**src/rtl/xlat_pkg.sv**
```systemverilog
package xlat_pkg;

    // Command codes as seen on cmd_op.
    typedef enum logic [2:0] {
        OP_FILL     = 3'd0,
        OP_FL_ALL   = 3'd1,
        OP_FL_NG    = 3'd2,
        OP_FL_PG    = 3'd3,
        OP_FL_PG_NG = 3'd4,
        OP_PROBE    = 3'd5,
        OP_RSV6     = 3'd6,
        OP_RSV7     = 3'd7
    } xlat_op_e;

    // Controller states.
    typedef enum logic {
        ST_READY   = 1'b0,
        ST_INSTALL = 1'b1
    } xlat_state_e;

endpackage

```
**src/rtl/xlat_store.sv**
```systemverilog
module xlat_store #(
    parameter int ENTRIES = 8,
    parameter int TAG_W   = 20,
    parameter int PPN_W   = 20,
    localparam int IDX_W  = $clog2(ENTRIES)
) (
    input  logic               clk,
    input  logic               rst_n,
    input  logic               lk_req,
    input  logic [TAG_W-1:0]   lk_tag,
    input  logic [TAG_W-1:0]   cmd_tag,
    input  logic               kill_en,
    input  logic               kill_by_tag,
    input  logic               kill_ng_only,
    input  logic               wr_en,
    input  logic [IDX_W-1:0]   wr_idx,
    input  logic [TAG_W-1:0]   wr_tag,
    input  logic [PPN_W-1:0]   wr_ppn,
    input  logic               wr_wp,
    input  logic               wr_glb,
    output logic [ENTRIES-1:0] vld_o,
    output logic               cmd_hit,
    output logic [IDX_W-1:0]   cmd_hit_idx,
    output logic               lk_hit_q,
    output logic [PPN_W-1:0]   lk_ppn_q,
    output logic               lk_wp_q
);

    logic [ENTRIES-1:0] vld;
    logic [ENTRIES-1:0] wp_q;
    logic [ENTRIES-1:0] glb_q;
    logic [TAG_W-1:0]   tag_q [ENTRIES];
    logic [PPN_W-1:0]   ppn_q [ENTRIES];

    logic [ENTRIES-1:0] cmd_m;
    logic [ENTRIES-1:0] kill;
    logic [ENTRIES-1:0] lk_m;

    logic               lk_any;
    logic [PPN_W-1:0]   lk_ppn_d;
    logic               lk_wp_d;

    // Per-entry comparators and flush qualification.
    for (genvar g = 0; g < ENTRIES; g++) begin : g_ent
        assign cmd_m[g] = vld[g] && (tag_q[g] == cmd_tag);
        assign kill[g]  = kill_en
                       && (!kill_by_tag  || cmd_m[g])
                       && (!kill_ng_only || !glb_q[g]);
        // Lookup sees the state after any flush of this cycle.
        assign lk_m[g]  = vld[g] && !kill[g] && (tag_q[g] == lk_tag);
    end

    always_ff @(posedge clk or negedge rst_n) begin
        if (!rst_n) begin
            vld <= '0;
        end else begin
            for (int i = 0; i < ENTRIES; i++) begin
                if (wr_en && (wr_idx == IDX_W'(i))) begin
                    vld[i] <= 1'b1;
                end else if (kill[i]) begin
                    vld[i] <= 1'b0;
                end
            end
        end
    end

    always_ff @(posedge clk) begin
        if (wr_en) begin
            tag_q[wr_idx] <= wr_tag;
            ppn_q[wr_idx] <= wr_ppn;
            wp_q[wr_idx]  <= wr_wp;
            glb_q[wr_idx] <= wr_glb;
        end
    end

    // Lowest matching slot for the command tag (at most one can match).
    always_comb begin
        cmd_hit_idx = '0;
        for (int i = ENTRIES - 1; i >= 0; i--) begin
            if (cmd_m[i]) begin
                cmd_hit_idx = IDX_W'(i);
            end
        end
    end
    assign cmd_hit = |cmd_m;

    // One-hot OR mux of the lookup hit.
    always_comb begin
        lk_any   = 1'b0;
        lk_ppn_d = '0;
        lk_wp_d  = 1'b0;
        for (int i = 0; i < ENTRIES; i++) begin
            if (lk_m[i]) begin
                lk_any   = 1'b1;
                lk_ppn_d = lk_ppn_d | ppn_q[i];
                lk_wp_d  = lk_wp_d | wp_q[i];
            end
        end
    end

    always_ff @(posedge clk or negedge rst_n) begin
        if (!rst_n) begin
            lk_hit_q <= 1'b0;
            lk_ppn_q <= '0;
            lk_wp_q  <= 1'b0;
        end else begin
            lk_hit_q <= lk_req && lk_any;
            lk_ppn_q <= lk_ppn_d;
            lk_wp_q  <= lk_wp_d;
        end
    end

    assign vld_o = vld;

    // tags stay unique among valid entries.
    a_r2_unique_tag: assert property (@(posedge clk) disable iff (!rst_n)
        $onehot0(cmd_m));

    // a full flush leaves nothing valid.
    a_r3_flush_all_empty: assert property (@(posedge clk) disable iff (!rst_n)
        (kill_en && !kill_by_tag && !kill_ng_only) |=> (vld == '0));

    // a non-global flush keeps every global entry.
    a_r4_global_kept: assert property (@(posedge clk) disable iff (!rst_n)
        (kill_en && kill_ng_only && !kill_by_tag)
        |=> ((vld & glb_q) == $past(vld & glb_q)));

    // a flushed entry never produces a lookup hit in the flush cycle.
    a_r9_flush_before_look: assert property (@(posedge clk) disable iff (!rst_n)
        (lk_m & kill) == '0);

endmodule

```
**src/rtl/xlat_victim.sv**
```systemverilog
module xlat_victim #(
    parameter int ENTRIES = 8,
    localparam int IDX_W  = $clog2(ENTRIES)
) (
    input  logic               clk,
    input  logic               rst_n,
    input  logic [ENTRIES-1:0] vld,
    input  logic               take,
    output logic [IDX_W-1:0]   victim
);

    localparam logic [IDX_W-1:0] LAST = IDX_W'(ENTRIES - 1);

    logic [IDX_W-1:0] rr_q;
    logic [IDX_W-1:0] free_idx;
    logic             all_full;

    assign all_full = &vld;

    always_comb begin
        free_idx = '0;
        for (int i = ENTRIES - 1; i >= 0; i--) begin
            if (!vld[i]) begin
                free_idx = IDX_W'(i);
            end
        end
    end

    assign victim = all_full ? rr_q : free_idx;

    always_ff @(posedge clk or negedge rst_n) begin
        if (!rst_n) begin
            rr_q <= '0;
        end else if (take && all_full) begin
            rr_q <= (rr_q == LAST) ? '0 : rr_q + 1'b1;
        end
    end

    // with room left, the chosen slot is an empty one.
    a_r8_pick_free: assert property (@(posedge clk) disable iff (!rst_n)
        !all_full |-> !vld[victim]);

    // using the pointer moves it on.
    a_r8_rr_moves: assert property (@(posedge clk) disable iff (!rst_n)
        (take && all_full) |=> (rr_q != $past(rr_q)));

endmodule

```
**src/rtl/xlat_ctrl.sv**
```systemverilog
module xlat_ctrl
    import xlat_pkg::*;
#(
    parameter int TAG_W = 20,
    parameter int PPN_W = 20,
    parameter int IDX_W = 3
) (
    input  logic             clk,
    input  logic             rst_n,
    input  logic             cmd_valid,
    input  logic [2:0]       cmd_op,
    input  logic [TAG_W-1:0] cmd_tag,
    input  logic             xl_ok,
    input  logic [PPN_W-1:0] xl_ppn,
    input  logic             xl_wp,
    input  logic             xl_glb,
    input  logic             cmd_hit,
    input  logic [IDX_W-1:0] cmd_hit_idx,
    input  logic [IDX_W-1:0] victim,
    output logic             cmd_ready,
    output logic             kill_en,
    output logic             kill_by_tag,
    output logic             kill_ng_only,
    output logic             wr_en,
    output logic [IDX_W-1:0] wr_idx,
    output logic [TAG_W-1:0] wr_tag,
    output logic [PPN_W-1:0] wr_ppn,
    output logic             wr_wp,
    output logic             wr_glb,
    output logic             take,
    output logic             st_hit,
    output logic             st_wp,
    output logic             st_inv
);

    xlat_state_e state, state_nx;
    xlat_op_e    op;

    logic [TAG_W-1:0] p_tag;
    logic [PPN_W-1:0] p_ppn;
    logic             p_wp;
    logic             p_glb;
    logic             p_ok;
    logic             p_hit;
    logic [IDX_W-1:0] p_idx;
    logic             probe_go;

    assign op       = xlat_op_e'(cmd_op);
    assign probe_go = (state == ST_READY) && cmd_valid && (op == OP_PROBE);

    // State register.
    always_ff @(posedge clk or negedge rst_n) begin
        if (!rst_n) begin
            state <= ST_READY;
        end else begin
            state <= state_nx;
        end
    end

    // Next state and datapath controls.
    always_comb begin
        state_nx     = state;
        cmd_ready    = 1'b0;
        kill_en      = 1'b0;
        kill_by_tag  = 1'b0;
        kill_ng_only = 1'b0;
        wr_en        = 1'b0;
        wr_idx       = victim;
        wr_tag       = cmd_tag;
        wr_ppn       = xl_ppn;
        wr_wp        = xl_wp;
        wr_glb       = xl_glb;
        take         = 1'b0;
        unique case (state)
            ST_READY: begin
                cmd_ready = 1'b1;
                if (cmd_valid) begin
                    unique case (op)
                        OP_FILL: begin
                            wr_en  = 1'b1;
                            wr_idx = cmd_hit ? cmd_hit_idx : victim;
                            take   = !cmd_hit;
                        end
                        OP_FL_ALL: begin
                            kill_en = 1'b1;
                        end
                        OP_FL_NG: begin
                            kill_en      = 1'b1;
                            kill_ng_only = 1'b1;
                        end
                        OP_FL_PG: begin
                            kill_en     = 1'b1;
                            kill_by_tag = 1'b1;
                        end
                        OP_FL_PG_NG: begin
                            kill_en      = 1'b1;
                            kill_by_tag  = 1'b1;
                            kill_ng_only = 1'b1;
                        end
                        OP_PROBE: begin
                            state_nx = ST_INSTALL;
                        end
                        OP_RSV6, OP_RSV7: begin
                        end
                    endcase
                end
            end
            ST_INSTALL: begin
                state_nx = ST_READY;
                wr_en    = p_ok;
                wr_idx   = p_hit ? p_idx : victim;
                wr_tag   = p_tag;
                wr_ppn   = p_ppn;
                wr_wp    = p_wp;
                wr_glb   = p_glb;
                take     = p_ok && !p_hit;
            end
        endcase
    end

    // Probe capture.
    always_ff @(posedge clk or negedge rst_n) begin
        if (!rst_n) begin
            p_tag <= '0;
            p_ppn <= '0;
            p_wp  <= 1'b0;
            p_glb <= 1'b0;
            p_ok  <= 1'b0;
            p_hit <= 1'b0;
            p_idx <= '0;
        end else if (probe_go) begin
            p_tag <= cmd_tag;
            p_ppn <= xl_ppn;
            p_wp  <= xl_wp;
            p_glb <= xl_glb;
            p_ok  <= xl_ok;
            p_hit <= cmd_hit;
            p_idx <= cmd_hit_idx;
        end
    end

    // Status register.
    always_ff @(posedge clk or negedge rst_n) begin
        if (!rst_n) begin
            st_hit <= 1'b0;
            st_wp  <= 1'b0;
            st_inv <= 1'b0;
        end else if (state == ST_INSTALL) begin
            st_hit <= p_hit;
            st_wp  <= p_ok && p_wp;
            st_inv <= !p_ok;
        end
    end

    // install lasts exactly one cycle.
    a_r7_install_once: assert property (@(posedge clk) disable iff (!rst_n)
        (state == ST_INSTALL) |=> (state == ST_READY));

    // an accepted probe blocks the next cycle.
    a_r7_probe_busy: assert property (@(posedge clk) disable iff (!rst_n)
        (cmd_valid && cmd_ready && (op == OP_PROBE)) |=> !cmd_ready);

    // an invalid translation never reports write protection.
    a_r7_inv_no_wp: assert property (@(posedge clk) disable iff (!rst_n)
        st_inv |-> !st_wp);

    // no flush while busy.
    a_r10_no_kill_busy: assert property (@(posedge clk) disable iff (!rst_n)
        kill_en |-> cmd_ready);

endmodule

```
**src/rtl/xlat_cache.sv**
```systemverilog
module xlat_cache #(
    parameter int ENTRIES   = 8,
    parameter int VA_W      = 32,
    parameter int PAGE_BITS = 12,
    parameter int PPN_W     = 20,
    localparam int VPN_W    = VA_W - PAGE_BITS,
    localparam int IDX_W    = $clog2(ENTRIES)
) (
    input  logic             clk,
    input  logic             rst_n,
    input  logic             cmd_valid,
    input  logic [2:0]       cmd_op,
    input  logic [VPN_W-1:0] cmd_vpn,
    input  logic             xl_ok,
    input  logic [PPN_W-1:0] xl_ppn,
    input  logic             xl_wp,
    input  logic             xl_glb,
    output logic             cmd_ready,
    input  logic             lk_req,
    input  logic [VPN_W-1:0] lk_vpn,
    output logic             lk_hit,
    output logic [PPN_W-1:0] lk_ppn,
    output logic             lk_wp,
    output logic             st_hit,
    output logic             st_wp,
    output logic             st_inv
);

    logic [ENTRIES-1:0] vld;
    logic               cmd_hit;
    logic [IDX_W-1:0]   cmd_hit_idx;
    logic [IDX_W-1:0]   victim;
    logic               kill_en, kill_by_tag, kill_ng_only;
    logic               wr_en, wr_wp, wr_glb, take;
    logic [IDX_W-1:0]   wr_idx;
    logic [VPN_W-1:0]   wr_tag;
    logic [PPN_W-1:0]   wr_ppn;

    xlat_ctrl #(
        .TAG_W (VPN_W),
        .PPN_W (PPN_W),
        .IDX_W (IDX_W)
    ) u_ctrl (
        .clk          (clk),
        .rst_n        (rst_n),
        .cmd_valid    (cmd_valid),
        .cmd_op       (cmd_op),
        .cmd_tag      (cmd_vpn),
        .xl_ok        (xl_ok),
        .xl_ppn       (xl_ppn),
        .xl_wp        (xl_wp),
        .xl_glb       (xl_glb),
        .cmd_hit      (cmd_hit),
        .cmd_hit_idx  (cmd_hit_idx),
        .victim       (victim),
        .cmd_ready    (cmd_ready),
        .kill_en      (kill_en),
        .kill_by_tag  (kill_by_tag),
        .kill_ng_only (kill_ng_only),
        .wr_en        (wr_en),
        .wr_idx       (wr_idx),
        .wr_tag       (wr_tag),
        .wr_ppn       (wr_ppn),
        .wr_wp        (wr_wp),
        .wr_glb       (wr_glb),
        .take         (take),
        .st_hit       (st_hit),
        .st_wp        (st_wp),
        .st_inv       (st_inv)
    );

    xlat_store #(
        .ENTRIES (ENTRIES),
        .TAG_W   (VPN_W),
        .PPN_W   (PPN_W)
    ) u_store (
        .clk          (clk),
        .rst_n        (rst_n),
        .lk_req       (lk_req),
        .lk_tag       (lk_vpn),
        .cmd_tag      (cmd_vpn),
        .kill_en      (kill_en),
        .kill_by_tag  (kill_by_tag),
        .kill_ng_only (kill_ng_only),
        .wr_en        (wr_en),
        .wr_idx       (wr_idx),
        .wr_tag       (wr_tag),
        .wr_ppn       (wr_ppn),
        .wr_wp        (wr_wp),
        .wr_glb       (wr_glb),
        .vld_o        (vld),
        .cmd_hit      (cmd_hit),
        .cmd_hit_idx  (cmd_hit_idx),
        .lk_hit_q     (lk_hit),
        .lk_ppn_q     (lk_ppn),
        .lk_wp_q      (lk_wp)
    );

    xlat_victim #(
        .ENTRIES (ENTRIES)
    ) u_victim (
        .clk    (clk),
        .rst_n  (rst_n),
        .vld    (vld),
        .take   (take),
        .victim (victim)
    );

    // no request, no hit on the following cycle.
    a_r1_idle_no_hit: assert property (@(posedge clk) disable iff (!rst_n)
        !lk_req |=> !lk_hit);

endmodule

```
**config.mk**
```make
export PLATFORM = sky130hd
export DESIGN_NAME = xlat_cache
export DESIGN_NICKNAME = d
export VERILOG_FILES = /design/src/rtl/xlat_pkg.sv /design/src/rtl/xlat_store.sv /design/src/rtl/xlat_victim.sv /design/src/rtl/xlat_ctrl.sv /design/src/rtl/xlat_cache.sv
export SDC_FILE = /design/constraint.sdc
export NUM_CORES = 1
export LEC_CHECK = 0
export ABC_CLOCK_PERIOD_IN_PS = 7440
export BUFFER_PORTS_ARGS = -buffer_cell sky130_fd_sc_hd__buf_2
export CAP_MARGIN = 20
export CORE_ASPECT_RATIO = 1.4
export CORE_MARGIN = 2
export CORE_UTILIZATION = 60
export DETAILED_ROUTE_END_ITERATION = 12
export GPL_ROUTABILITY_DRIVEN = 0
export PLACE_DENSITY = 0.85
export SYNTH_ARGS = -nofsm -noshare
export SYNTH_HDL_FRONTEND = slang
export SYNTH_SLANG_ARGS = --single-unit
```
**constraint.sdc**
```tcl
create_clock -name clk -period 7.44 [get_ports clk]
set_input_delay 0.744 -clock clk [delete_from_list [all_inputs] [get_ports clk]]
set_output_delay 0.744 -clock clk [all_outputs]
set_load 0.02 [all_outputs]
```
==> results.sh, run 1 <==
export IMPL_most_common_layout_cells="edfxtp_1 (336), xnor2_1 (187), nand2_1 (155)"
export IMPL_clk_insertion_delay_late_ns=0.56
export IMPL_place_area_um2=19900
export IMPL_synth_edf_count=336
export IMPL_period_minus_slack_ns=4.96
export IMPL_p_leak_nw=7.48
export IMPL_cp_max_fo=25
export IMPL_cp_start_kind="input port"
export IMPL_syn_nets=1479
export IMPL_async_flop_share=0.200
export IMPL_rsz0062_at_grt="no"
export IMPL_num_vias=13100
export IMPL_p_seq_frac=0.528
export IMPL_final_common_cell="edfxtp_1"
export IMPL_cpMaxStageDelayCell="nor2_4"
export IMPL_area_growth_pct=11.1
export IMPL_grt_pass1_vias=13100
export IMPL_postCtsHoldBufs=0
export IMPL_arrival_ns=5.18
export IMPL_layout_area_seq_um2=12200
export IMPL_viasPerCell=6.83
export IMPL_wl_per_cell_um=31.0
export IMPL_path_class="input port to register"
export IMPL_synthDistinctLibCells=57
export IMPL_clk_pin_slew_worst_paths_ns=0.06
export IMPL_fin_crit_sh=0.667
export IMPL_stdcell_area_um2=21200
export IMPL_drive_above_1_share=0.167
export IMPL_core_um2=31400
export IMPL_critPathTopFamily="simple AND/OR/NAND/NOR gates"
export IMPL_tightestPinTransition_ns=1.05
export IMPL_cts_buffers=38
export IMPL_p_int_mw=3.85
export IMPL_powerDensity_nw_per_um2=238
export IMPL_fp_dieH_um=215
export IMPL_root_buffer="clkbuf_16"
export IMPL_synth_seq_cells=420
export IMPL_cts_tree="built"
export IMPL_yosys_warnings=0
export IMPL_ir_drop_mv=0.318
export IMPL_drt_iter0_markers=1592
export IMPL_finalPower_mw=5.04
export IMPL_maxSlewViolCount=0
export IMPL_grt_pass1_wl_um=86600
export IMPL_drv_cap=0
export IMPL_h_tree_depth=2
export IMPL_synthCells=1407
export IMPL_dr_pass1_iters=9
export IMPL_syn_avg_cell_area_um2=13.6
export IMPL_antenna_found_initial=4
export IMPL_fin_skew_ns=0.0320
export IMPL_switching_share=0.235
export IMPL_postCtsSetupBuffers=0
export IMPL_cts_repair_resized=0
export IMPL_postRouteAntennaNets=0
export IMPL_p_sw_mw=1.19
export IMPL_synth_main_ff_cell="edfxtp_1"
export IMPL_fp_row_count=77
export IMPL_ys_seq_area_frac=0.639
export IMPL_slew_limit_headroom=0.301
export IMPL_hpwl_um=40000
export IMPL_finalWorstSetupSlack_ns=2.48
export IMPL_path_cells="buf_2 -> xnor2_1 -> or4bb_1 -> nor4_1 -> nand4bb_1 -> nor2_1 -> o31ai_1 -> nand2b_1 -> nor2_4 -> buf_4"
export IMPL_timing_setup_tns_ns=0
export IMPL_end_kind="register"
export IMPL_drc_errors=0
export IMPL_pre_cts_slack_ns=2.38
export IMPL_hold_class="input port to asynchronous set/reset pin"
export IMPL_status="finished, final reports clean"
export IMPL_num_io_pins=96
export IMPL_crit_required_ns=7.66
export IMPL_clock_path_buffers=3
export IMPL_multiInputGateArea_um2=6590
export IMPL_initial_core_util=0.607
export IMPL_grt_overflow_total=0
export IMPL_worst_path_buf_inv=2
export IMPL_dieWidth_um=155
export IMPL_nets=1561
export IMPL_netlist_area_um2=19100
export IMPL_io_buffers=95
export IMPL_critPathMaxStageDelay_ns=0.77
export IMPL_fmax_mhz=201
export IMPL_fillers=2112
export IMPL_grt_usage=0.363
export IMPL_die_area_um2=33200
export IMPL_grt_max_degree=49
export IMPL_pwr_share_clk=0.389
export IMPL_cts_sinks=420
export IMPL_setup_viol=0
export IMPL_drt_wl_total_um=59400
export IMPL_finalHoldViolations=0
export IMPL_combPwrFrac=0.082
-- power groups by stage --
stage	Combinational, mW	Clock (mW)	Sequential [mW]
after floorplan	0.241	0	2.69
after global placement	0.377	0	2.70
after detailed placement	0.392	0	2.71
after CTS	0.396	1.97	2.66
after global routing	0.434	2.06	2.67
final	0.414	1.96	2.66
-- synthesized netlist by cell type, types with 8 or more instances --
| cell type | instances | area share |
|---|---|---|
| a221oi_2 | 9 | 0.0071 |
| o21ai_0 | 17 | 0.0045 |
| nor3_1 | 9 | 0.0024 |
| xnor2_1 | 187 | 0.086 |
| a221oi_1 | 12 | 0.0055 |
| mux2_2 | 46 | 0.027 |
| xor2_1 | 133 | 0.061 |
| a22o_1 | 22 | 0.010 |
| nand2_1 | 155 | 0.031 |
| a22oi_1 | 43 | 0.017 |
| nand4_1 | 70 | 0.023 |
| dfrtp_1 | 84 | 0.11 |
| nor4b_1 | 8 | 0.0037 |
| clkbuf_1 | 39 | 0.0077 |
| nor2_1 | 20 | 0.0039 |
| edfxtp_1 | 336 | 0.53 |
| buf_2 | 20 | 0.0052 |
| nor4_1 | 46 | 0.015 |
| nand3_1 | 50 | 0.013 |
| inv_1 | 9 | 0.0018 |
-- cell families (layout without fill, tap and decap cells) --
logic type | after synthesis | in the layout | synth area share
flops | 420 | 420 | 0.639
simple gates | 397 | 397 | 0.107
xor+xnor | 320 | 320 | 0.147
compound gates | 140 | 140 | 0.0585
buf+inv | 81 | 193 | 0.0190
mux | 47 | 47 | 0.0277
fa+ha+maj | 2 | 2 | 0.00131
other cells | 0 | 1 | 0
-- metrics by stage --
stage	instances	hold WS (ns)	utilization
3_5_place_dp	1842	0.460	0.634
2_1_floorplan	1407	0.440	-
6_report	1915	0.182	0.674
4_1_cts	1912	0.187	0.674
5_1_grt	1914	0.211	0.674
3_3_place_gp	1842	0.451	0.634
-- path summary, 6_finish.rpt --
path,start,to,slack (ns),cells after the start
max,cmd_vpn[4],u_store.tag_q[5][11],2.48,10
max in group asynchronous,rst_n,u_ctrl.p_ppn[18],6.22,2
min reg2reg,u_ctrl.p_ppn[2],u_ctrl.p_ppn[2],0.47,2
min in group clk,xl_ppn[5],u_ctrl.p_ppn[5],0.40,3
min,rst_n,u_store.lk_ppn_q[12],0.18,1
max reg2reg,u_store.tag_q[4][4],u_store.tag_q[5][11],2.48,9
-- state kept, by name, summed over array words and instances (netlist names), 3 cells and up --
register          flops
u_store.lk_ppn_q     20
u_store.glb_q         8
u_store.tag_q       160
u_store.wp_q          8
u_ctrl.p_ppn         20
u_store.ppn_q       160
u_ctrl.p_tag         20
u_victim.rr_q         3
u_ctrl.p_idx          3
u_store.vld_o         8
-- per-layer routing --
metal	vias to the layer above	global-route usage	part of all wire
li1	5368	-	-
met1	6338	0.413	0.32
met2	1034	0.596	0.48
met3	329	0.103	0.11
met4	6	0.246	0.088
met5	-	0	0.00061
-- area by class of cell --
| cell class | count | share of cell area |
|---|---|---|
| timing repair buffer | 114 | 0.0291 |
| antenna | 1 | 0.000118 |
| sequential | 420 | 0.576 |
| clock buffer | 52 | 0.0502 |
| clock inverter | 18 | 0.00880 |
| multi-input combinational | 906 | 0.311 |
| inverter | 9 | 0.00159 |
| tap | 395 | 0.0233 |
Note: power is estimated with default switching activity, not from simulation.
==> inputs of run 2 (changes only) <==
--- a/config.mk
+++ b/config.mk
@@ -5,15 +5,15 @@
 export SDC_FILE = /design/constraint.sdc
 export NUM_CORES = 1
 export LEC_CHECK = 0
-export ABC_CLOCK_PERIOD_IN_PS = 7440
+export ABC_CLOCK_PERIOD_IN_PS = 4200
 export BUFFER_PORTS_ARGS = -buffer_cell sky130_fd_sc_hd__buf_2
 export CAP_MARGIN = 20
 export CORE_ASPECT_RATIO = 1.4
 export CORE_MARGIN = 2
-export CORE_UTILIZATION = 60
+export CORE_UTILIZATION = 55
 export DETAILED_ROUTE_END_ITERATION = 12
 export GPL_ROUTABILITY_DRIVEN = 0
-export PLACE_DENSITY = 0.85
+export PLACE_DENSITY = 0.83
 export SYNTH_ARGS = -nofsm -noshare
 export SYNTH_HDL_FRONTEND = slang
 export SYNTH_SLANG_ARGS = --single-unit
==> constraint.sdc (replaced) <==
create_clock -name clk -period 4.2 [get_ports clk]
set_input_delay 0.42 -clock clk [delete_from_list [all_inputs] [get_ports clk]]
set_output_delay 0.42 -clock clk [all_outputs]
set_load 0.02 [all_outputs]
==> results.sh, run 2 (synthesis gave the netlist of run 1 again) <==
export IMPL_status="finished, final reports clean"
export IMPL_slew_limit_headroom=0.299
export IMPL_postCtsSetupBuffers=0
export IMPL_area_growth_pct=14.8
export IMPL_drt_wl_total_um=61900
export IMPL_fp_dieH_um=224
export IMPL_clk_pin_slew_worst_paths_ns=0.07
export IMPL_initial_core_util=0.559
export IMPL_wl_per_cell_um=30.7
export IMPL_final_common_cell="edfxtp_1"
export IMPL_most_common_layout_cells="edfxtp_1 (336), xnor2_1 (186), nand2_1 (155)"
export IMPL_cp_max_fo=24
export IMPL_hpwl_um=40700
export IMPL_end_kind="register"
export IMPL_drv_cap=0
export IMPL_setup_viol=0
export IMPL_die_area_um2=36200
export IMPL_viasPerCell=6.64
export IMPL_io_buffers=95
export IMPL_drc_errors=0
export IMPL_period_minus_slack_ns=3.95
export IMPL_fin_skew_ns=0.0279
export IMPL_fmax_mhz=253
export IMPL_cpMaxStageDelayCell="xnor2_1"
export IMPL_root_buffer="clkbuf_16"
export IMPL_drive_above_1_share=0.190
export IMPL_reg_top3="u_store.ppn_q x160, u_store.tag_q x160"
export IMPL_pre_cts_slack_ns=0.165
export IMPL_fillers=2343
export IMPL_ir_drop_mv=0.454
export IMPL_cts_sinks=420
export IMPL_grt_pass1_vias=13800
export IMPL_cts_buffers=39
export IMPL_drt_iter0_markers=1968
export IMPL_num_vias=13400
export IMPL_tightestPinTransition_ns=1.04
export IMPL_finalPower_mw=9.36
export IMPL_cp_start_kind="register"
export IMPL_path_common_cell="nand4_1"
export IMPL_rsz0062_at_grt="no"
export IMPL_core_um2=34100
export IMPL_dieWidth_um=161
export IMPL_hold_class="input port to register"
export IMPL_path_cells="xnor2_1 -> nand4_1 -> nor4_1 -> nand4_1 -> a221o_1 -> a31oi_1 -> o31ai_1 -> or2_2 -> nor2_4 -> buf_12"
export IMPL_crit_required_ns=4.44
export IMPL_fin_crit_sh=0.941
export IMPL_antenna_found_initial=2
export IMPL_postRouteAntennaNets=0
export IMPL_grt_pass1_wl_um=90400
export IMPL_powerDensity_nw_per_um2=427
export IMPL_cts_tree="built"
export IMPL_h_tree_depth=2
export IMPL_fp_row_count=80
export IMPL_grt_usage=0.348
export IMPL_path_class="register to register"
export IMPL_clock_path_buffers=3
export IMPL_finalWorstSetupSlack_ns=0.249
export IMPL_stdcell_area_um2=21900
export IMPL_maxSlewViolCount=0
export IMPL_critPathMaxStageDelay_ns=0.64
export IMPL_grt_overflow_total=0
export IMPL_p_leak_nw=7.80
export IMPL_grt_max_degree=57
export IMPL_arrival_ns=4.19
export IMPL_nets=1604
export IMPL_clk_insertion_delay_late_ns=0.57
export IMPL_place_area_um2=20500
export IMPL_num_io_pins=96
export IMPL_dr_pass1_iters=6
export IMPL_finalHoldViolations=0
-- run 2: cell count changes in the layout (fill, tap and decap cells not counted), moves of 3 or more --
cell       previous run  this run
buf_4                18        48
clkbuf_8              6         3
buf_12                0        12
bufinv_16             3         7
-- run 2: worst paths after layout --
path	start	end	slack [ns]	cells past startpoint
max	u_store.tag_q[6][3]	u_store.tag_q[6][14]	0.25	10
min	xl_ppn[11]	u_ctrl.p_ppn[11]	0.06	3
max reg2reg	u_store.tag_q[6][3]	u_store.tag_q[6][14]	0.25	10
min reg2reg	u_ctrl.p_ppn[11]	u_ctrl.p_ppn[11]	0.47	2
max in group asynchronous	rst_n	u_ctrl.p_tag[10]	2.79	3
min in group asynchronous	rst_n	u_ctrl.p_ppn[19]	0.47	2
-- run 2: metrics by stage --
step	cells	hold WS, ns	util	TNS [ns]
5_1_grt	2014	0.0637	0.641	0
6_report	2015	0.0609	0.641	0
3_3_place_gp	1940	0.451	0.599	0
3_5_place_dp	1940	0.456	0.599	0
4_1_cts	2013	0.0464	0.641	0
2_1_floorplan	1407	0.124	-	-77.01
-- run 2: cell type report --
cell class                      instances  area (um^2)  share of cell area
Sequential cell                       420        12200               0.557
Multi-Input combinational cell        906         6610               0.302
Timing Repair Buffer                  156         1090              0.0496
Clock buffer                           51         1070              0.0490
Tap cell                              451          564              0.0258
Clock inverter                         21          330              0.0151
Inverter                                9         33.8             0.00154
Antenna cell                            1         2.50            0.000114
-- run 2: per-layer routing --
| metal | GRT usage | vias to the layer above | part of all wire | wire [um] |
|---|---|---|---|---|
| li1 | - | 5457 | - | - |
| met1 | 0.401 | 6551 | 0.32 | 20100 |
| met2 | 0.574 | 1052 | 0.48 | 30000 |
| met3 | 0.0922 | 318 | 0.11 | 6850 |
| met4 | 0.229 | 2 | 0.081 | 5040 |
| met5 | 0 | - | 0.00019 | 12 |
-- run 2: repair_timing --
item,CTS,global route
endpoints found under the hold margin,55,0
endpoints found under the setup margin,0,171
hold buffers,1,0
resized for setup,0,2
-- run 2: worst max-delay path, delay by kind of cell, from the launching register on --
kind / cells / cell delay, ns
AO/OA/AOI/OAI: 3 / 0.91
XOR/XNOR: 1 / 0.64
buffers and inverters: 1 / 0.25
flip-flops: 1 / 0.46
AND/OR/NAND/NOR: 5 / 1.34
-- run 2: power breakdown --
group | switching (mW) | internal [mW]
logic | 0.536 | 0.247
registers | 0.0782 | 4.63
clock network | 1.60 | 2.26
total | 2.21 | 7.14
